`src/rtl/bus_share_pkg.sv`:
```
// Shared types for the bus hold/ready controller.
package bus_share_pkg;
    typedef enum logic [1:0] {
        ST_IDLE     = 2'd0,
        ST_FINISH   = 2'd1,
        ST_RELEASED = 2'd2,
        ST_RESTORE  = 2'd3
    } share_state_e;
endpackage

```
`src/rtl/pin_sync.sv`:
```
// Two-flop synchroniser for the asynchronous host pin.
// Assumes the pin is a level held for several clocks.
module pin_sync #(
    parameter int STAGES = 2
) (
    input  logic clk,
    input  logic rst_n,
    input  logic d_async,
    output logic q_sync
);
    logic [STAGES-1:0] chain;

    // Shift the pin through the flop chain.
    always_ff @(posedge clk) begin
        if (!rst_n) chain <= '0;
        else        chain <= {chain[STAGES-2:0], d_async};
    end

    assign q_sync = chain[STAGES-1];
endmodule

```
`src/rtl/bus_cycle_engine.sv`:
```
// Runs one bus cycle per start: the strobe stays high for CYC_LEN clocks,
// and the last clock repeats while ready is low. Assumes start is given
// only when the engine is idle.
module bus_cycle_engine #(
    parameter int ADDR_W  = 16,
    parameter int DATA_W  = 8,
    parameter int CYC_LEN = 3
) (
    input  logic              clk,
    input  logic              rst_n,
    input  logic              start,
    input  logic              ready,
    input  logic              we_in,
    input  logic [ADDR_W-1:0] addr_in,
    input  logic [DATA_W-1:0] wdata_in,
    input  logic [DATA_W-1:0] bus_din,
    output logic              busy,
    output logic              done,
    output logic [DATA_W-1:0] rdata,
    output logic [ADDR_W-1:0] addr_q,
    output logic [DATA_W-1:0] wdata_q,
    output logic              we_q
);
    localparam int CNT_W = (CYC_LEN > 1) ? $clog2(CYC_LEN) : 1;
    localparam logic [CNT_W-1:0] LAST = CNT_W'(CYC_LEN - 1);

    logic [CNT_W-1:0] cnt;
    logic             at_last;

    assign at_last = (cnt == LAST);

    // Cycle sequencing: latch the request, count the clocks, stretch on not-ready.
    always_ff @(posedge clk) begin
        if (!rst_n) begin
            busy    <= 1'b0;
            done    <= 1'b0;
            cnt     <= '0;
            rdata   <= '0;
            addr_q  <= '0;
            wdata_q <= '0;
            we_q    <= 1'b0;
        end else begin
            done <= 1'b0;
            if (start) begin
                busy    <= 1'b1;
                cnt     <= '0;
                addr_q  <= addr_in;
                wdata_q <= wdata_in;
                we_q    <= we_in;
            end else if (busy) begin
                if (!at_last) begin
                    cnt <= cnt + 1'b1;
                end else if (ready) begin
                    busy <= 1'b0;
                    done <= 1'b1;
                    if (!we_q) rdata <= bus_din;
                end
            end
        end
    end

    // done is a single-clock pulse
    p_done_pulse_r9: assert property (@(posedge clk) disable iff (!rst_n)
        done |=> !done);
    // no completion while ready was low at the final clock
    p_wait_holds_r7: assert property (@(posedge clk) disable iff (!rst_n)
        (busy && at_last && !ready && !start) |=> (busy && !done));
endmodule

```
`src/rtl/hold_fsm.sv`:
```
// Bus ownership state machine. A hold is taken only when no cycle is
// running. The acknowledge is dropped for one clock before the bus
// is driven again.
module hold_fsm
    import bus_share_pkg::*;
(
    input  logic clk,
    input  logic rst_n,
    input  logic hold_req,
    input  logic busy,
    output logic bus_drive,
    output logic ack,
    output logic grant
);
    share_state_e state, nxt;

    // Next-state choice.
    always_comb begin
        nxt = state;
        unique case (state)
            ST_IDLE:     if (hold_req) nxt = busy ? ST_FINISH : ST_RELEASED;
            ST_FINISH:   if (!hold_req) nxt = ST_IDLE;
                         else if (!busy) nxt = ST_RELEASED;
            ST_RELEASED: if (!hold_req) nxt = ST_RESTORE;
            ST_RESTORE:  nxt = ST_IDLE;
            default:     nxt = ST_IDLE;
        endcase
    end

    // State register.
    always_ff @(posedge clk) begin
        if (!rst_n) state <= ST_IDLE;
        else        state <= nxt;
    end

    assign bus_drive = (state == ST_IDLE) || (state == ST_FINISH);
    assign ack       = (state == ST_RELEASED);
    assign grant     = (state == ST_IDLE) && !hold_req;

    // acknowledge never coincides with a driven bus
    p_ack_released_r3: assert property (@(posedge clk) disable iff (!rst_n)
        ack |-> !bus_drive);
    // after acknowledge falls, outputs stay off one more clock
    p_restore_gap_r5: assert property (@(posedge clk) disable iff (!rst_n)
        $fell(ack) |-> !bus_drive);
endmodule

```
`src/rtl/bus_share_ctrl.sv`:
```
// Top level of the shared-bus hold/ready controller. Connects the pin
// synchroniser, the ownership state machine and the cycle engine. Output
// enables low mean the pads are high impedance.
module bus_share_ctrl #(
    parameter int ADDR_W  = 16,
    parameter int DATA_W  = 8,
    parameter int CYC_LEN = 3
) (
    input  logic              clk,
    input  logic              rst_n,
    input  logic              hold_mode,
    input  logic              host_pin,
    input  logic              ack_pin_en,
    input  logic              gpio_dout,
    output logic              ack_pin,
    output logic              hold_ack,
    input  logic              cpu_req,
    input  logic              cpu_we,
    input  logic [ADDR_W-1:0] cpu_addr,
    input  logic [DATA_W-1:0] cpu_wdata,
    output logic              cpu_done,
    output logic [DATA_W-1:0] cpu_rdata,
    output logic [ADDR_W-1:0] bus_addr,
    output logic [DATA_W-1:0] bus_dout,
    input  logic [DATA_W-1:0] bus_din,
    output logic              bus_we,
    output logic              bus_strb,
    output logic              addr_oe,
    output logic              data_oe,
    output logic              ctl_oe
);
    logic pin_s, hold_req, ready, busy, drive, grant, start;

    pin_sync #(.STAGES(2)) u_sync (
        .clk(clk), .rst_n(rst_n), .d_async(host_pin), .q_sync(pin_s)
    );

    assign hold_req = hold_mode & pin_s;
    assign ready    = hold_mode | pin_s;

    hold_fsm u_fsm (
        .clk(clk), .rst_n(rst_n), .hold_req(hold_req), .busy(busy),
        .bus_drive(drive), .ack(hold_ack), .grant(grant)
    );

    assign start = grant && cpu_req && !busy && !cpu_done;

    bus_cycle_engine #(.ADDR_W(ADDR_W), .DATA_W(DATA_W), .CYC_LEN(CYC_LEN)) u_eng (
        .clk(clk), .rst_n(rst_n), .start(start), .ready(ready),
        .we_in(cpu_we), .addr_in(cpu_addr), .wdata_in(cpu_wdata),
        .bus_din(bus_din), .busy(busy), .done(cpu_done), .rdata(cpu_rdata),
        .addr_q(bus_addr), .wdata_q(bus_dout), .we_q(bus_we)
    );

    assign bus_strb = busy;
    assign addr_oe  = drive;
    assign ctl_oe   = drive;
    assign data_oe  = drive & busy & bus_we;
    assign ack_pin  = ack_pin_en ? hold_ack : gpio_dout;

    // a running cycle is never cut off by a release
    p_no_float_cycle_r4: assert property (@(posedge clk) disable iff (!rst_n)
        busy |-> drive);
    // no cycle starts while the bus is away
    p_stall_released_r6: assert property (@(posedge clk) disable iff (!rst_n)
        !drive |=> !$rose(busy));
    // ready mode never releases the bus
    p_ready_no_hold_r2: assert property (@(posedge clk) disable iff (!rst_n)
        !hold_mode && $stable(hold_mode) |=> !hold_ack || $past(hold_ack));
endmodule

```
`config.mk`:
```
export PLATFORM = sky130hd
export DESIGN_NAME = bus_share_ctrl
export DESIGN_NICKNAME = d
export VERILOG_FILES = /design/src/rtl/bus_share_pkg.sv /design/src/rtl/pin_sync.sv /design/src/rtl/bus_cycle_engine.sv /design/src/rtl/hold_fsm.sv /design/src/rtl/bus_share_ctrl.sv
export SDC_FILE = /design/constraint.sdc
export NUM_CORES = 1
export LEC_CHECK = 0
export ABC_AREA = 1
export CAP_MARGIN = 20
export CORE_MARGIN = 2
export CORE_UTILIZATION = 36
export DETAILED_ROUTE_END_ITERATION = 10
export PLACE_DENSITY = 0.85
export RECOVER_POWER = 100
export SYNTH_ARGS = -nofsm -noshare
export SYNTH_HDL_FRONTEND = slang
export SYNTH_HIERARCHICAL = 1
export SYNTH_SLANG_ARGS = --single-unit
export TNS_END_PERCENT = 1
```
`constraint.sdc`:
```
create_clock -name clk -period 1.4 [get_ports clk]
set_clock_uncertainty 0.1 [all_clocks]
set_input_delay 0.14 -clock clk [delete_from_list [all_inputs] [get_ports clk]]
set_output_delay 0.14 -clock clk [all_outputs]
set_load 0.02 [all_outputs]
```
==> implementation parameters <==
Parameter                              Value

Cells and area
  Most common library cell in the layout ignoring fill and taps    sky130_fd_sc_hd__nor2_1
  Ant. Diodes    0
  Layout Utilization    62.5%
  Share of post-route cells with drive strength above 1    23.6%
  Fillcell total    398
  Signed area change from the synthesized netlist to the final layout    66.8%
  Top library cells by usage in the layout, fill and taps aside    sky130_fd_sc_hd__nor2_1 (41), sky130_fd_sc_hd__clkdlybuf4s50_1 (38), sky130_fd_sc_hd__dfxtp_1 (37), sky130_fd_sc_hd__dlygate4sd2_1 (35)
  NumNets Final    354
  Multi-input combinational cell area    742 um^2
  Area taken by flip-flops and latches    826 um^2

Floorplanning
  Die outline height    71.5 um
  Area enclosed by the die boundary    0.00512 mm^2
  Placeable core region    0.00438 mm^2
  DIE WIDTH    71.5 um
  Number of top-level pins    80
  Effective utilization at floorplan    37.4%
  Core Rows    24

Detailed routing
  Drt first pass iters    4
  Average wire per standard cell    11.7 um
  Met1 Wirelength    1650 um
  Via density per instance    4.63
  Met3 wire length    322 um
  Met2 wire length    2260 um
  Highest routing layer actually used    met4
  Remaining number of nets flagged by the antenna check after routing    0
  Starting DRC count in detailed routing    77
  Routed wire length    4300 um
  Post-route DRC    0
  Total vias in the final route    1693

Setup path
  Max stage delay cell, worst path    sky130_fd_sc_hd__dfxtp_2
  Cells along the critical path    nor3_2 -> nand2_1 -> nor2_2 -> buf_12 -> inv_8 -> nand2_4 -> nor2_8 -> nor2_1 -> nor2_1
  Most used cell along the critical path    sky130_fd_sc_hd__nor2_1
  Capturing element type of the critical path    flop
  Crit Path Category    reg2reg
  Arrival time at the worst endpoint    1520 ps
  WP data required    1480 ps
  CP max stage delay    350 ps
  Startpoint type of the worst setup path    flop
  Max FO, Critical Path    8
  Slack of the worst reg-to-reg path    -30 ps

Clock tree
  CTS Hold Buffers Added    0
  H-tree depth reported by CTS    2
  Buffer depth of the longest clock path    2
  CTS Buf Count    5
  Number of setup buffers added after CTS    0
  CTS sink count    41
  Library cell used as clock root buffer    sky130_fd_sc_hd__clkbuf_8
  Clk pin slew, worst setup/hold paths    70 ps
  CTS tree    built
  Source-to-sink clock delay at the later pin of the worst-skew pair    280 ps

Yosys
  Flip-flop and latch count after synthesis    41
  Sequential cell area fraction in the yosys report    50.0%
  Count of mapped cells out of synthesis    219
  Synth Area in Simple Gates    30.1%
  Multiplexer share of the synthesized area    0%
  Leading post-synthesis cells by cell area    sky130_fd_sc_hd__dfxtp_1 (50%), sky130_fd_sc_hd__nor2_1 (15%), sky130_fd_sc_hd__o21ai_1 (7.6%)
  Distinct cell type count after synthesis    21
  Synth Area in XOR/XNOR    0%
  Mean post-synth cell area    7.50 um^2
  Area share of the largest cell type after synthesis    50.0%
  Largest family of logic cells by synthesized area    simple AND/OR/NAND/NOR gates
  Synthesized-area fraction occupied by adder cells    0.762%
  Library cell occupying the most area in the post-synthesis netlist    sky130_fd_sc_hd__dfxtp_1
  Warnings, synthesis    6
  Area fraction in compound gates after synthesis    9.15%
  Post-synthesis instance area    0.00164 mm^2
  Net count after synthesis    260

Pwr
  Total internal power    1960 uW
  Static power due to leakage    0.00132 uW
  Fraction of power spent switching nets    29.5%
  Sequential Power Share    47.0%
  Part of the total power dissipated in combinational logic    26.8%
  Total chip power    2780 uW
  PD cells    1010 mW/mm^2
  Power spent charging and discharging nets    820 uW
  Peak supply drop    0.590 mV
  Clock network power share    26.2%

Global routing
  Via count of the first global-routing pass    1653
  Initial antenna violation count    0
  Residual overflow from global routing    0
  GR Util All Layers    18.0%
  Pin count of the biggest net entering global routing    20
  Global-route wire length before repair    7330 um

Place
  Weighted congestion at the end of routability-driven global placement    0.721
  Final HPWL DP    3250 um
  I/O Buffers    79

STA
  Period utilization    102%
  Slew HR    77.6%
  Count of endpoints failing setup in the final report    26
  Max-slew violations    0
  Setup repair after global routing missed its margin    true
  Fin. Hold Viols    0
  Minimum setup slack in the final design    -34.1 ps
  Worst slew pin tran    336 ps
  Highest Clock Rate    697 MHz
  Clock period minus final worst setup slack    1430 ps

Run status
  Result of the run    finished with violations
  Violated checks    negative setup slack

Hold path
  Hold crit path type    in2reg

Flow run
  Maximum Capacitance Violations    0
==> metrics by stage <==
stage                     cell area (um^2)  hold slack [ps]  worst slack, ps  cells  TNS (ps)
after global routing                  2740              300             -133    366     -2850
final                                 2740              288            -34.1    366      -311
after global placement                2640              295             -317    358    -10960
after floorplan                       1640              133             18.1    219         0
after detailed placement              2640              309             -332    358    -11290
after CTS                             2670              278            -46.5    366      -924
==> synthesized netlist by cell type (all sizes together) <==
cell,count
a21oi,5
nor2,71
buf,9
nor3,1
ha,1
nand2,26
nand3,12
nor3b,1
or2,1
dfxtp,41
inv,26
o21ai,25
==> what timing repair did <==
| action | CTS | global route |
|---|---|---|
| pin swaps | 2 | 6 |
| gates resized for setup | 44 | 43 |
| endpoints found under the setup margin | 72 | 42 |
==> sequential cells by signal, indices dropped and copies added, names as in the netlist <==
signal         count
u_eng/done         1
u_eng/cnt          2
u_eng/busy         1
u_eng/rdata        8
u_eng/addr_q      16
u_eng/we_q         1
u_sync/chain       2
u_fsm/state        2
u_eng/wdata_q      8
==> power groups by stage <==
stage / Sequential [uW] / Combinational, uW / Clock [uW]
finish: 1300 / 743 / 728
global route: 1320 / 806 / 812
CTS: 1300 / 718 / 759
detailed placement: 1330 / 774 / 0
global placement: 1330 / 763 / 0
floorplan: 1430 / 251 / 0
==> final cells by class <==
cell class,instances,area share [%]
multi-input cells,143,27.1
clock inverters,2,0.365
inverters,26,3.84
repair buffers,96,33.5
clock buffers,6,2.65
well taps,52,2.38
flip-flops and latches,41,30.2
==> critical path: cells and delay by family, from the launching register on <==
family / cells / cell delay, ps
flip-flops: 1 / 350
buffers and inverters: 2 / 190
AND/OR/NAND/NOR: 7 / 690
==> path summary, 6_finish.rpt <==
kind | start | to | cells past startpoint
setup reg to reg | u_fsm/state[1]$_SDFFE_PN0P_ | u_eng/rdata[4]$_SDFFE_PN0P_ | 9
hold reg to reg | u_sync/chain[0]$_SDFF_PN0_ | u_sync/chain[1]$_SDFF_PN0_ | 2
hold / removal | host_pin | u_sync/chain[0]$_SDFF_PN0_ | 3
setup / recovery | u_fsm/state[1]$_SDFFE_PN0P_ | u_eng/rdata[4]$_SDFFE_PN0P_ | 9
==> logic make-up after synthesis <==
group,count (synthesis)
AOI/OAI and AO/OA,30
buffers and inverters,35
DFF,41
adders and majority gates,1
and+or+nand+nor,112
==> routing by layer <==
layer / track usage [%] / up-vias
met3: 5.91 / 8
met5: 0 / -
met1: 21.4 / 764
met4: 5.45 / 0
met2: 30.9 / 60
li1: - / 861
Power figures use the tool's default switching activity.
